===== config.mk =====
export PLATFORM = sky130hd
export DESIGN_NAME = pwm_chan
export DESIGN_NICKNAME = d
export VERILOG_FILES = /design/src/rtl/pwm_chan_pkg.sv /design/src/rtl/pwm_chan_regs.sv /design/src/rtl/pwm_chan_core.sv /design/src/rtl/pwm_chan_polarity.sv /design/src/rtl/pwm_chan.sv
export SDC_FILE = /design/constraint.sdc
export NUM_CORES = 1
export LEC_CHECK = 0
export ABC_AREA = 1
export BUFFER_PORTS_ARGS = -buffer_cell sky130_fd_sc_hd__buf_2
export CAP_MARGIN = 20
export CORE_MARGIN = 4
export CORE_UTILIZATION = 45
export DETAILED_ROUTE_END_ITERATION = 12
export PLACE_DENSITY = 0.68
export REMOVE_ABC_BUFFERS = 1
export SLEW_MARGIN = 20
export SYNTH_ARGS = -nofsm -noshare
export SYNTH_HDL_FRONTEND = slang
export SYNTH_SLANG_ARGS = --single-unit

===== constraint.sdc =====
create_clock -name clk -period 2.6 [get_ports clk]
set_input_delay 0.39 -clock clk [delete_from_list [all_inputs] [get_ports clk]]
set_output_delay 0.39 -clock clk [all_outputs]
set_load 0.02 [all_outputs]

===== src/rtl/pwm_chan_pkg.sv =====
package pwm_chan_pkg;

  typedef enum logic [1:0] {
    SEL_PERIOD = 2'd0,
    SEL_DUTY   = 2'd1,
    SEL_CTRL   = 2'd2,
    SEL_LIVE   = 2'd3
  } sel_e;

  // bit3 auto-reload, bit2 invert, bit1 force-load, bit0 run
  typedef struct packed {
    logic reload;
    logic inv;
    logic load;
    logic run;
  } ctl_t;

  localparam ctl_t CTL_RESET = '{reload: 1'b0, inv: 1'b1, load: 1'b0, run: 1'b0};
  localparam int   CTL_W     = 4;

endpackage


===== src/rtl/pwm_chan_regs.sv =====
module pwm_chan_regs
  import pwm_chan_pkg::*;
#(
  parameter int CNT_W = 16
) (
  input  logic             clk,
  input  logic             rst_n,
  input  logic             wr_en,
  input  logic [1:0]       wr_sel,
  input  logic [CNT_W-1:0] wr_data,
  input  logic [1:0]       rd_sel,
  input  logic             stop_evt,
  input  logic [CNT_W-1:0] live_cnt,
  output logic [CNT_W-1:0] period_buf,
  output logic [CNT_W-1:0] duty_buf,
  output ctl_t             ctl,
  output logic [CNT_W-1:0] rd_data
);

  localparam int PAD_W = CNT_W - CTL_W;

  logic ctl_wr;
  assign ctl_wr = wr_en && (sel_e'(wr_sel) == SEL_CTRL);

  always_ff @(posedge clk) begin
    if (!rst_n) begin
      period_buf <= '0;
      duty_buf   <= '0;
      ctl        <= CTL_RESET;
    end else begin
      if (wr_en && sel_e'(wr_sel) == SEL_PERIOD) period_buf <= wr_data;
      if (wr_en && sel_e'(wr_sel) == SEL_DUTY)   duty_buf   <= wr_data;
      if (ctl_wr)        ctl     <= ctl_t'(wr_data[CTL_W-1:0]);
      else if (stop_evt) ctl.run <= 1'b0;
    end
  end

  always_comb begin
    unique case (sel_e'(rd_sel))
      SEL_PERIOD: rd_data = period_buf;
      SEL_DUTY:   rd_data = duty_buf;
      SEL_CTRL:   rd_data = {{PAD_W{1'b0}}, ctl};
      default:    rd_data = live_cnt;
    endcase
  end

  // a stop with no competing control write leaves run cleared
  a_r8_stop_clears_run: assert property (@(posedge clk) disable iff (!rst_n)
    (stop_evt && !ctl_wr) |=> !ctl.run);

endmodule


===== src/rtl/pwm_chan_core.sv =====
module pwm_chan_core #(
  parameter int CNT_W = 16
) (
  input  logic             clk,
  input  logic             rst_n,
  input  logic             tick,
  input  logic             run,
  input  logic             load,
  input  logic             reload,
  input  logic [CNT_W-1:0] period_buf,
  input  logic [CNT_W-1:0] duty_buf,
  output logic [CNT_W-1:0] cnt_q,
  output logic             raw_q,
  output logic             expire_q,
  output logic             stop_evt
);

  localparam logic [CNT_W-1:0] ALL_ONES = '1;
  localparam logic [CNT_W-1:0] ZERO     = '0;

  // A compare of all ones is the full-duty code and never matches.
  function automatic logic hits(input logic [CNT_W-1:0] c, input logic [CNT_W-1:0] m);
    return (c == m) && (m != ALL_ONES);
  endfunction

  function automatic logic [CNT_W-1:0] step_down(input logic [CNT_W-1:0] c);
    return c - 1'b1;
  endfunction

  logic [CNT_W-1:0] cmp_q;
  logic [CNT_W-1:0] next_dec;
  logic             advance, at_zero, reload_evt, dec_evt;

  always_comb begin
    at_zero    = (cnt_q == ZERO);
    advance    = run && !load && tick;
    reload_evt = advance && at_zero && reload;
    stop_evt   = advance && at_zero && !reload;
    dec_evt    = advance && !at_zero;
    next_dec   = step_down(cnt_q);
  end

  always_ff @(posedge clk) begin
    if (!rst_n) begin
      cnt_q    <= ZERO;
      cmp_q    <= ZERO;
      raw_q    <= 1'b0;
      expire_q <= 1'b0;
    end else begin
      expire_q <= 1'b0;
      if (load || reload_evt) begin
        cnt_q <= period_buf;
        cmp_q <= duty_buf;
        raw_q <= hits(period_buf, duty_buf);
      end else if (dec_evt) begin
        cnt_q <= next_dec;
        if (hits(next_dec, cmp_q)) raw_q    <= 1'b1;
        if (next_dec == ZERO)      expire_q <= 1'b1;
      end
    end
  end

  // forced load copies both buffers into the live registers
  a_r3_load_copies: assert property (@(posedge clk) disable iff (!rst_n)
    load |=> (cnt_q == $past(period_buf) && cmp_q == $past(duty_buf)));

  // no tick and no load means the counter holds
  a_r4_hold_no_tick: assert property (@(posedge clk) disable iff (!rst_n)
    (!load && !tick) |=> $stable(cnt_q));

  // the expiry pulse coincides with a zero counter and lasts one clock
  a_r5_pulse_at_zero: assert property (@(posedge clk) disable iff (!rst_n)
    expire_q |-> (cnt_q == ZERO));
  a_r5_pulse_single: assert property (@(posedge clk) disable iff (!rst_n)
    expire_q |=> !expire_q);

  // the raw level never rises against an all-ones compare
  a_r9_no_allones_rise: assert property (@(posedge clk) disable iff (!rst_n)
    $rose(raw_q) |-> (cmp_q != ALL_ONES && cnt_q == cmp_q));

endmodule


===== src/rtl/pwm_chan_polarity.sv =====
module pwm_chan_polarity (
  input  logic raw,
  input  logic inv,
  output logic pin
);

  // invert set: pin is high while the raw level is low
  assign pin = raw ^ inv;

endmodule


===== src/rtl/pwm_chan.sv =====
module pwm_chan
  import pwm_chan_pkg::*;
#(
  parameter int CNT_W = 16
) (
  input  logic             clk,
  input  logic             rst_n,
  input  logic             tick,
  input  logic             wr_en,
  input  logic [1:0]       wr_sel,
  input  logic [CNT_W-1:0] wr_data,
  input  logic [1:0]       rd_sel,
  output logic [CNT_W-1:0] rd_data,
  output logic             pwm_out,
  output logic             expire
);

  ctl_t             ctl;
  logic [CNT_W-1:0] period_buf, duty_buf, live_cnt;
  logic             raw, stop_evt;

  pwm_chan_regs #(.CNT_W(CNT_W)) u_regs (
    .clk        (clk),
    .rst_n      (rst_n),
    .wr_en      (wr_en),
    .wr_sel     (wr_sel),
    .wr_data    (wr_data),
    .rd_sel     (rd_sel),
    .stop_evt   (stop_evt),
    .live_cnt   (live_cnt),
    .period_buf (period_buf),
    .duty_buf   (duty_buf),
    .ctl        (ctl),
    .rd_data    (rd_data)
  );

  pwm_chan_core #(.CNT_W(CNT_W)) u_core (
    .clk        (clk),
    .rst_n      (rst_n),
    .tick       (tick),
    .run        (ctl.run),
    .load       (ctl.load),
    .reload     (ctl.reload),
    .period_buf (period_buf),
    .duty_buf   (duty_buf),
    .cnt_q      (live_cnt),
    .raw_q      (raw),
    .expire_q   (expire),
    .stop_evt   (stop_evt)
  );

  pwm_chan_polarity u_pol (
    .raw (raw),
    .inv (ctl.inv),
    .pin (pwm_out)
  );

endmodule


Yosys cells after proc, flatten, opt, wreduce, memory -nomap -nowiden. Cells that the tools add are included.

Input port bits: 24. Memories: 0. Register bits after elaboration: 70. Logic and storage cells: 55. Latch bits: 0. Bits in read-only memories: 0. Bits in writable memories: 0. Output and inout bits: 18.

Shifts and indexed selects: 0. Equality and inequality tests: 8. Bitwise operators: 3. Magnitude comparators: 0. Multipliers: 0. Divide/modulo/power cells: 0. $add $sub $neg: 1. Multiplexer cells: 9. Reductions and logical operators: 24.

Operator list (count): case mux 16 bit (3 select lines) (1); == test 16 bit (2); logical NOT 16 bit (2); two-way mux 16 bit (2); != test 16 bit (second input constant) (2); subtractor 16 x 1 -> 16 bit (second input constant) (1); logical AND 1 bit (11); two-way mux 1 bit (6); nonzero test 2 bit (3); == test 2 x 1 -> 1 bit (second input constant) (2); == test 2 bit (second input constant) (2); logical NOT 2 bit (2); logical NOT 1 bit (3); OR reduction 3 bit (1); inverter 1 bit (2); AND reduction 2 bit (1); logical OR 1 bit (1); XOR 1 bit (1).

Longest topological paths before layout. Gate-level depths: netlist of run 1.

Depth after elaboration: 8. Depth in mapped cells: 15.

Cells and area by module. From an unflattened synthesis of run 1, not the netlist that was laid out.

Cells, all modules: 741. Area total of the unflattened synthesis: 4554.4 um^2.

Modules (own cells, without submodules): pwm_chan_core (area each 2587.5 um^2, cells each 421, instances 1, sequential area each 680.7 um^2); pwm_chan_regs (area each 1948.1 um^2, cells each 315, instances 1, sequential area each 720.7 um^2); pwm_chan_polarity (area each 18.8 um^2, cells each 5, instances 1, sequential area each 0.0 um^2).

Worst setup path after synthesis of run 1. No wires, ideal clock.

Path kind: input port to output port. From: input rd_sel[0]. To: output rd_data[1]. Path buffers: 0. Required time: 2.210 ns. Slack: 0.739 ns. Arrival time: 1.471 ns. Stages on the path: 6. Path through: inv_1 -> nor2_1 -> clkinv_1 -> o21ai_0 -> a21oi_1 -> o21ai_0.

Word-level cells in the longest chain between the ends: 2. Elaborated cells on any way between the ends: 4. Classes of those cells: 2 x eq/ne; 1 x mux; 1 x reduce/logical.

RTL lines: start: declaration (RTL line pwm_chan.sv:12) `input logic [1:0] rd_sel,`; == test 2 bit (tied with other cells) (RTL line pwm_chan_regs.sv:39) `unique case (sel_e'(rd_sel))`; case mux 16 bit (3 select lines) * (RTL line pwm_chan_regs.sv:39); end: declaration (RTL line pwm_chan.sv:13) `output logic [CNT_W-1:0] rd_data,`.

Every way passes the cells marked *; elsewhere a longest branch is shown, timed or not.

Worst setup path in the final report of run 1.
From: register u_core.cnt_q[0]. To: register u_core.cmp_q[15].

Word-level cells in the longest chain between the ends: 4.

RTL lines: start: declaration (RTL line pwm_chan_core.sv:12) `output logic [CNT_W-1:0] cnt_q,`; start signal: assignment (RTL line pwm_chan_core.sv:52) `cnt_q <= period_buf;`; start signal: assignment (RTL line pwm_chan_core.sv:56) `cnt_q <= next_dec;`; logical NOT 16 bit (RTL line pwm_chan_core.sv:35) `at_zero = (cnt_q == ZERO);`; logical AND 1 bit (2 in a row) (RTL line pwm_chan_core.sv:37) `reload_evt = advance && at_zero && reload;`; logical OR 1 bit (RTL line pwm_chan_core.sv:51) `if (load || reload_evt) begin`; end signal: assignment (RTL line pwm_chan_core.sv:53) `cmp_q <= duty_buf;`; end: declaration (RTL line pwm_chan_core.sv:30) `logic [CNT_W-1:0] cmp_q;`.

Every way passes these cells. A chain may end at the register's enable or synchronous reset.

==> impl_metrics.toml, run 1 <==
[flow_run]
cap_violations = 0

[drt]
ant_nets = 0
via_per_inst = 5.64
wirelength_um = 11500
dr.pass1.iters = 5
remaining_drc_errors = 0
vias = 4274
drtIter0Drc = 357
wl_per_cell_um = 15.2

[global_routing]
use_met1 = 0.276
grt_use_met3 = 0.0410
busiest_layer = "met2"
grt_pass1_wl_um = 19200
grt_pass1_vias = 4022
grt_overflow = 0
grtUsageTotal = 0.217
antenna_found_initial = 0
grt_max_degree = 38
use_met2 = 0.355

[worst_setup_path]
cp.required_ns = 2.84
critPathLaunchType = "flop"
critical_path.slowest_cell = "dfxtp_1"
cp.arrival_ns = 2.34
crit_fanout = 37
cp_top_family = "simple AND/OR/NAND/NOR gates"
path_cells = "inv_2, ha_1, nand2_4, nor2_8, nand4_4, nand2_4, inv_2, o21ai_0, a21oi_1"
crit_type = "reg -> reg"
critPathMaxStageDelay_ns = 0.35
cp.buffers_inverters = 2
endpoint_kind = "flop"

[yosys]
post-synth-top-count-cell = "nand2_1"
synth_top_area_share = 0.337
synth_cell_types = 39
netlist_top_cells_area = "dfxtp_1 (34%), nand2_1 (12%), nor2_1 (7.3%), o21ai_0 (6.5%), nand3_1 (6.3%)"
synth_edf_count = 0
synth-seq-cells = 70
synth_common_cells = "nand2_1 (136), nor2_1 (81), dfxtp_1 (70), o21ai_0 (54), nand3_1 (52)"
ys.flop_type = "dfxtp_1"
ys_warn_count = 0
synthCells = 609
netlist_area_mm2 = 0.00415
synth_top_area_cell = "dfxtp_1"
syn_avg_cell_area_um2 = 6.82
yosysSeqAreaShare = 0.337
async_flop_share = 0

[timing]
setup-violations-final = 0
timing.final.crit_share = 0.806
skew_ns = 0.0102
rsz0062_at_grt = "false"
relSlewSlack = 0.515
tns_ns = 0
tightest_slew_ns = 0.724
max_freq_mhz = 477
finalHoldViolations = 0
drv_slew = 0
min_period_ns = 2.10

[floorplan]
dieArea_mm2 = 0.0108
core_mm2 = 0.00885
die_x_um = 104
start_util = 0.469
rows = 34
ios = 42
die_h_um = 104

[placed_design]
place.gp.congestion = 0.963
numPortBuffers = 41
hpwl_um = 8850

[finish]
diodes = 0
syn_to_final_growth_pct = 10.8
fillers = 883
drive_above_1_share = 0.171
regArea_mm2 = 0.00140
final_util = 0.520
nets = 672
multi_input_area_mm2 = 0.00243

[power_and_ir_drop]
power_leakage_nw = 1.89
total_power_mw = 2.58
ir_worst_vdd_mv = 0.368
p_per_area_mw_per_mm2 = 561

[clock_tree]
cts_sinks = 70
clk_pin_slew_ns = 0.08
insertion_delay_ns = 0.35
cts_root_buf = "clkbuf_8"
cts_setup_buffers = 0
cts_buffer_depth = 2
cts-resized-gates = 0
cts_made_buffers = 9
ctsHtreeMaxLevel = 3
cts_tree = "done"
holdBufCountCts = 0

[run_status]
status = "complete, no violations"

[min_path]
hp-class = "in -> reg"
## registers in the layout, summed over array words and instances, names as in the netlist
| signal | cells |
|---|---|
| u_core.expire_q | 1 |
| u_core.cmp_q | 16 |
| u_regs.duty_buf | 16 |
| u_core.raw_q | 1 |
| u_core.cnt_q | 16 |
| u_regs.ctl | 4 |
| u_regs.period_buf | 16 |
## per-layer routing
layer  wire length, µm  up-vias
met2              5330      156
met5                 0        -
met3               803       38
met4               367        0
li1                  -     2114
met1              5030     1966
## worst paths after layout
kind | startpoint | to | slack, ns | cells after the start
min reg2reg | u_core.cmp_q[15] | u_core.cmp_q[15] | 0.50 | 2
max reg2reg | u_core.cnt_q[0] | u_core.cmp_q[15] | 0.50 | 9
min | wr_data[11] | u_regs.period_buf[11] | 0.27 | 3
max | u_core.cnt_q[0] | u_core.cmp_q[15] | 0.50 | 9
## power breakdown
group	switching, mW	leakage [nW]	internal (mW)	total (mW)
Sequential	0.0627	0.571	1.12	1.19
Clock	0.427	0.0911	0.435	0.862
Combinational	0.348	1.22	0.185	0.533
Total	0.838	1.89	1.74	2.58
## cell families (layout without fill, tap and decap cells)
| kind of cell | Yosys count | after routing | share of synthesized area |
|---|---|---|---|
| and+or+nand+nor | 331 | 331 | 0.371 |
| AOI/OAI and AO/OA | 118 | 118 | 0.174 |
| buffers and inverters | 74 | 115 | 0.0780 |
| DFF | 70 | 70 | 0.337 |
| xor gates and xnor gates | 14 | 14 | 0.0331 |
| adders and majority gates | 2 | 2 | 0.00602 |
## placed cells by master (no fill, tap or decap), types with 4 or more instances in the layout
master,n
o211ai_1,5
a31oi_2,9
xor2_1,4
nand2_2,11
nand2_4,4
inv_1,48
xnor2_1,9
nor3_1,5
nor2_2,4
buf_2,41
nand3b_1,4
o21ai_0,54
a21oi_1,32
o221ai_1,7
clkbuf_8,9
nor2_1,81
a31oi_1,6
buf_4,5
nand2_1,136
nand4_1,16
nand3_1,52
dfxtp_1,70
or2_2,10
## worst min-delay path: stages
cell and delay, ns:
buf_2 0.08, nor2_1 0.04, nor2_1 0.08
## per-stage QoR
| step | worst slack (ns) | instance area (µm²) | hold slack, ns | instances |
|---|---|---|---|---|
| 6_report | 0.503 | 4600 | 0.270 | 758 |
| 5_1_grt | 0.304 | 4600 | 0.278 | 758 |
| 3_5_place_dp | 0.525 | 4410 | 0.484 | 743 |
| 2_1_floorplan | 0.722 | 4040 | 0.456 | 589 |
| 3_3_place_gp | 0.593 | 4410 | 0.478 | 743 |
| 4_1_cts | 0.511 | 4600 | 0.257 | 758 |
## cell type report
type | count | area share
Multi-Input combinational cell | 465 | 0.528
Sequential cell | 70 | 0.305
Timing Repair Buffer | 46 | 0.0528
Inverter | 54 | 0.0446
Tap cell | 108 | 0.0294
Clock buffer | 9 | 0.0269
Clock inverter | 6 | 0.0139
Power figures use the tool's default switching activity.
==> run 2, diff against run 1 <==
==> constraint.sdc (replaced) <==
create_clock -name clk -period 2.05 [get_ports clk]
set_input_delay 0.3075 -clock clk [delete_from_list [all_inputs] [get_ports clk]]
set_output_delay 0.3075 -clock clk [all_outputs]
set_load 0.02 [all_outputs]
==> run 2 against run 1 <==
  * Via count shrank 0.23%
  * Setup slack worse by 0.36 ns
  * Utilization is 1.1 points higher
  * Critical path type unchanged
  * Total power increased by 33%
  * Critical endpoint is now u_core.cnt_q[14]
  * Final area increased by 2.1%
  * First-iteration DRC count increased by 19%
  * Sequential cell count is the same
  * Clock skew up 0.00057 ns
  * Sequential power grew 26%
  * Wire length rose by 5.1%
  * Final cell count is 1.1% higher
==> impl_metrics.toml, run 2 (same netlist as run 1, synthesis figures left out) <==
[worst_setup_path]
timing.rr.end = "u_core.cnt_q[14]"
crit_fanout = 16
critPathLaunchType = "flop"
cp.arrival_ns = 2.18
cp_top_family = "simple AND/OR/NAND/NOR gates"
critPathMaxStageDelay_ns = 0.35
crit_cells = 9
crit_type = "reg -> reg"
cp.required_ns = 2.33
critical_path.slowest_cell = "dfxtp_2"
cp_common_cell = "nand2_4"
reg2reg_slack_ns = 0.15
r2r_start = "u_core.cnt_q[0]"
cp.buffers_inverters = 2
endpoint_kind = "flop"
reg2reg_depth = 9
path_cells = "inv_2, ha_2, nand2_4, nor2_8, nand4_4, nand2_4, buf_4, nand2_1, a31oi_2"

[drt]
vias = 4264
remaining_drc_errors = 0
wl_per_cell_um = 15.8
dr.pass1.iters = 5
ant_nets = 0
wirelength_um = 12100
via_per_inst = 5.57
drtIter0Drc = 425

[timing]
min_period_ns = 1.90
setup-violations-final = 0
rsz0062_at_grt = "false"
skew_ns = 0.0108
timing.final.crit_share = 0.929
finalHoldViolations = 0
tightest_slew_ns = 0.573
tns_ns = 0
max_freq_mhz = 525
drv_slew = 0
relSlewSlack = 0.617
holdWs_ns = 0.190

[clock_tree]
insertion_delay_ns = 0.35
holdBufCountCts = 0
ctsHtreeMaxLevel = 3
cts_made_buffers = 9
cts_sinks = 70
cts_root_buf = "clkbuf_8"
clk_pin_slew_ns = 0.08
cts_tree = "done"
cts_buffer_depth = 2

[floorplan]
rows = 34
dieArea_mm2 = 0.0108
start_util = 0.469
die_x_um = 104
die_h_um = 104
core_mm2 = 0.00885
ios = 42

[min_path]
min_path_cells = 3
hp-start = "wr_data[9]"
hp-class = "in -> reg"
min_to = "u_regs.period_buf[9]"

[placed_design]
numPortBuffers = 41
placed_area_mm2 = 0.00446
hpwl_um = 9380
place.gp.congestion = 0.945

[power_and_ir_drop]
power_leakage_nw = 1.94
ir_worst_vdd_mv = 0.396
total_power_mw = 3.44
p_per_area_mw_per_mm2 = 732

[finish]
nets = 680
final_common_cell = "nand2_1"
fillers = 913
design_area_mm2 = 0.00470
drive_above_1_share = 0.190
final_util = 0.531
syn_to_final_growth_pct = 13.1
diodes = 0
layout_common_cells = "nand2_1 (136), nor2_1 (79), dfxtp_1 (68), o21ai_0 (54), nand3_1 (52)"

[global_routing]
antenna_found_initial = 0
grt_max_degree = 34
grt_pass1_vias = 3952
grt_pass1_wl_um = 19900
grt_overflow = 0
grtUsageTotal = 0.226

[run_status]
status = "complete, no violations"

[flow_run]
cap_violations = 0
==> run 2: changes by cell type in the layout (fill, tap and decap cells not counted), sizes merged <==
cell | before | now
buf | 46 | 54
clkinvlp | 2 | 0
bufinv | 1 | 2
clkinv | 5 | 6
==> run 2: where the power goes <==
group          switching [mW]  internal [mW]
combinational           0.452          0.252
sequential             0.0803           1.42
clock                   0.553          0.679
==> run 2: worst max-delay path by stage <==
stage | from | to
finish | u_core.cnt_q[0] | u_core.cnt_q[14]
CTS | u_core.cnt_q[0] | u_core.cnt_q[4]
global placement | u_core.cnt_q[0] | u_core.cnt_q[14]
global route | u_core.cnt_q[0] | u_core.cnt_q[4]
detailed placement | u_core.cnt_q[0] | u_core.cnt_q[4]
floorplan | u_core.cnt_q[0] | u_core.cmp_q[0]
==> run 2: timing repair <==
action                     4_1_cts  5_1_grt
buffers inserted                 0        2
setup endpoints to repair        0       17
gates resized for setup          0        6
==> run 2: through the flow <==
step / instances / setup WS (ns)
2_1_floorplan: 589 / 0.246
3_3_place_gp: 749 / 0.136
3_5_place_dp: 749 / 0.0750
4_1_cts: 764 / 0.0665
5_1_grt: 766 / 0.0288
6_report: 766 / 0.146
==> run 2: area by class of cell <==
cell class	count	area, µm²	share of cell area
Clock buffer	9	124	0.0264
Sequential cell	70	1400	0.299
Multi-Input combinational cell	465	2440	0.519
Clock inverter	6	87.6	0.0186
Inverter	54	205	0.0437
Timing Repair Buffer	54	303	0.0644
Tap cell	108	135	0.0288
==> run 2: layer usage <==
layer / up-vias / wire length, µm / global-route usage
met5: - / 0 / 0
met4: 0 / 331 / 0.0912
met3: 28 / 768 / 0.0292
met2: 149 / 5660 / 0.365
met1: 1965 / 5360 / 0.306
li1: 2122 / - / -
==> run 2: worst min-delay path, delay by kind of cell <==
family,cells,cell delay (ns)
buffers and inverters,1,0.08
and+or+nand+nor,2,0.12
==> run 3, diff against run 2 <==
--- a/config.mk
+++ b/config.mk
@@ -11,7 +11,7 @@
 export CORE_MARGIN = 4
 export CORE_UTILIZATION = 45
 export DETAILED_ROUTE_END_ITERATION = 12
-export PLACE_DENSITY = 0.68
+export PLACE_DENSITY = 0.7
 export REMOVE_ABC_BUFFERS = 1
 export SLEW_MARGIN = 20
 export SYNTH_ARGS = -nofsm -noshare
==> constraint.sdc (replaced) <==
create_clock -name clk -period 1.7 [get_ports clk]
set_input_delay 0.51 -clock clk [delete_from_list [all_inputs] [get_ports clk]]
set_output_delay 0.51 -clock clk [all_outputs]
set_load 0.02 [all_outputs]
==> run 3 against run 2 <==
  * The flow now finishes with violations (setup timing)
  * Global-route usage increased by 1.9 points
  * Utilization is 11 points higher
  * Combinational power increased by 68%
  * Final cell count is 8.9% higher
  * Setup slack worse by 0.37 ns
  * Sequential power up 21%
  * Clock power is essentially flat
  * Worst hold slack gained 0.21 ns
  * Via count is 9.5% higher
  * Critical endpoint is now rd_data[15]
  * Largest cell class unchanged
==> impl_metrics.toml, run 3 (same netlist as run 1, synthesis figures left out) <==
[timing]
setup_slack_ns = -0.224
timing.final.crit_share = 1.13
finalHoldViolations = 0
setup-violations-final = 17
skew_ns = 0.0119
drv_slew = 0
min_period_ns = 1.92
max_freq_mhz = 520
rsz0062_at_grt = "true"
tightest_slew_ns = 0.468
relSlewSlack = 0.688
holdWs_ns = 0.400

[finish]
multi_input_area_mm2 = 0.00273
regArea_mm2 = 0.00142
drive_above_1_share = 0.339
design_area_mm2 = 0.00563
fin_cells = 834
final_common_cell = "nand2_1"
fillers = 797
layout_common_cells = "nand2_1 (119), buf_4 (83), nor2_1 (74), dfxtp_1 (58), nand3_1 (48)"
nets = 747
diodes = 0
syn_to_final_growth_pct = 35.5

[power_and_ir_drop]
total_power_mw = 4.24
p_per_area_mw_per_mm2 = 753
ir_worst_vdd_mv = 0.731
power_leakage_nw = 2.37

[placed_design]
numPortBuffers = 41
hpwl_um = 10000
placed_area_mm2 = 0.00497
place_inst = 809
place.gp.congestion = 0.954

[floorplan]
die_h_um = 104
dieArea_mm2 = 0.0108
die_x_um = 104
core_mm2 = 0.00885
ios = 42
start_util = 0.469
rows = 34

[worst_setup_path]
cp.arrival_ns = 1.41
crit_type = "in -> out"
endpoint_kind = "output pin"
cp.required_ns = 1.19
reg2reg_depth = 13
critPathLaunchType = "input port"
crit_fanout = 8

[min_path]
min_path_cells = 3
hp-class = "in -> reg"

[clock_tree]
holdBufCountCts = 0
cts_sinks = 70
cts_tree = "done"
cts_made_buffers = 9
cts_buffer_depth = 2
ctsHtreeMaxLevel = 3
insertion_delay_ns = 0.35
cts_root_buf = "clkbuf_8"
clk_pin_slew_ns = 0.07

[global_routing]
grt_overflow = 0
grt_pass1_wl_um = 21600
use_met2 = 0.404
grt_max_degree = 36
grt_pass1_vias = 4379
antenna_found_initial = 0
busiest_layer = "met2"
use_met1 = 0.322
grt_use_met3 = 0.0354
grtUsageTotal = 0.245

[drt]
wl_per_cell_um = 16.2
vias = 4668
via_per_inst = 5.60
drtIter0Drc = 380
wirelength_um = 13500
remaining_drc_errors = 0
ant_nets = 0
dr.pass1.iters = 5

[run_status]
violations = "setup timing"
status = "finished with violations"

[flow_run]
cap_violations = 0
[run 3: cell types whose count changed in the layout (fill, tap and decap cells not counted), moves of 8 or more]
cell | previous run | this run
nand2_4 | 4 | 15
buf_6 | 0 | 8
o21ai_0 | 54 | 46
dfxtp_1 | 68 | 58
buf_4 | 13 | 83
buf_2 | 41 | 23
dfxtp_2 | 2 | 10
nand2_1 | 136 | 119
[run 3: final timing paths]
kind / startpoint / end / slack [ns]
setup / recovery: rd_sel[1] / rd_data[15] / -0.22
hold / removal: wr_data[15] / u_regs.period_buf[15] / 0.40
setup reg to reg: u_core.cnt_q[1] / u_core.raw_q / -0.10
hold reg to reg: u_core.cnt_q[15] / u_core.cnt_q[15] / 0.50
[run 3: layout make-up]
class                   instances  area share
inverters                      54      0.0378
well taps                     108      0.0240
multi-input cells             465       0.485
flip-flops and latches         70       0.253
clock buffers                  10      0.0227
clock inverters                 6     0.00800
repair buffers                121       0.170
[run 3: through the flow]
| stage | setup TNS [ns] | utilization | worst slack (ns) |
|---|---|---|---|
| 2_1_floorplan | -9.72 | - | -0.418 |
| 3_3_place_gp | -5.10 | 0.562 | -0.290 |
| 3_5_place_dp | -6.72 | 0.562 | -0.330 |
| 4_1_cts | -2.60 | 0.609 | -0.179 |
| 5_1_grt | -4.16 | 0.636 | -0.238 |
| 6_report | -3.11 | 0.636 | -0.224 |
[run 3: worst max-delay path, cell delays in order]
cell and delay, ns:
buf_8 0.10, buf_6 0.13, nor2_4 0.14, buf_6 0.18, nand2_2 0.05, o211ai_1 0.11, buf_4 0.19
[run 3: report_power, final]
group | internal, mW | switching [mW]
registers | 1.72 | 0.100
clock network | 0.538 | 0.704
logic | 0.524 | 0.656
[run 3: what timing repair did]
action / in CTS / in global routing
pin swaps: 13 / 12
gates cloned: 1 / 0
buffers inserted: 5 / 3
resized for setup: 61 / 64
hold endpoints to repair: 0 / 0
endpoints found under the setup margin: 50 / 47
[run 3: metal layers]
layer	vias up	share of wire
met5	-	0
met4	0	0.035
met3	40	0.064
met2	183	0.47
met1	2179	0.43
li1	2266	-
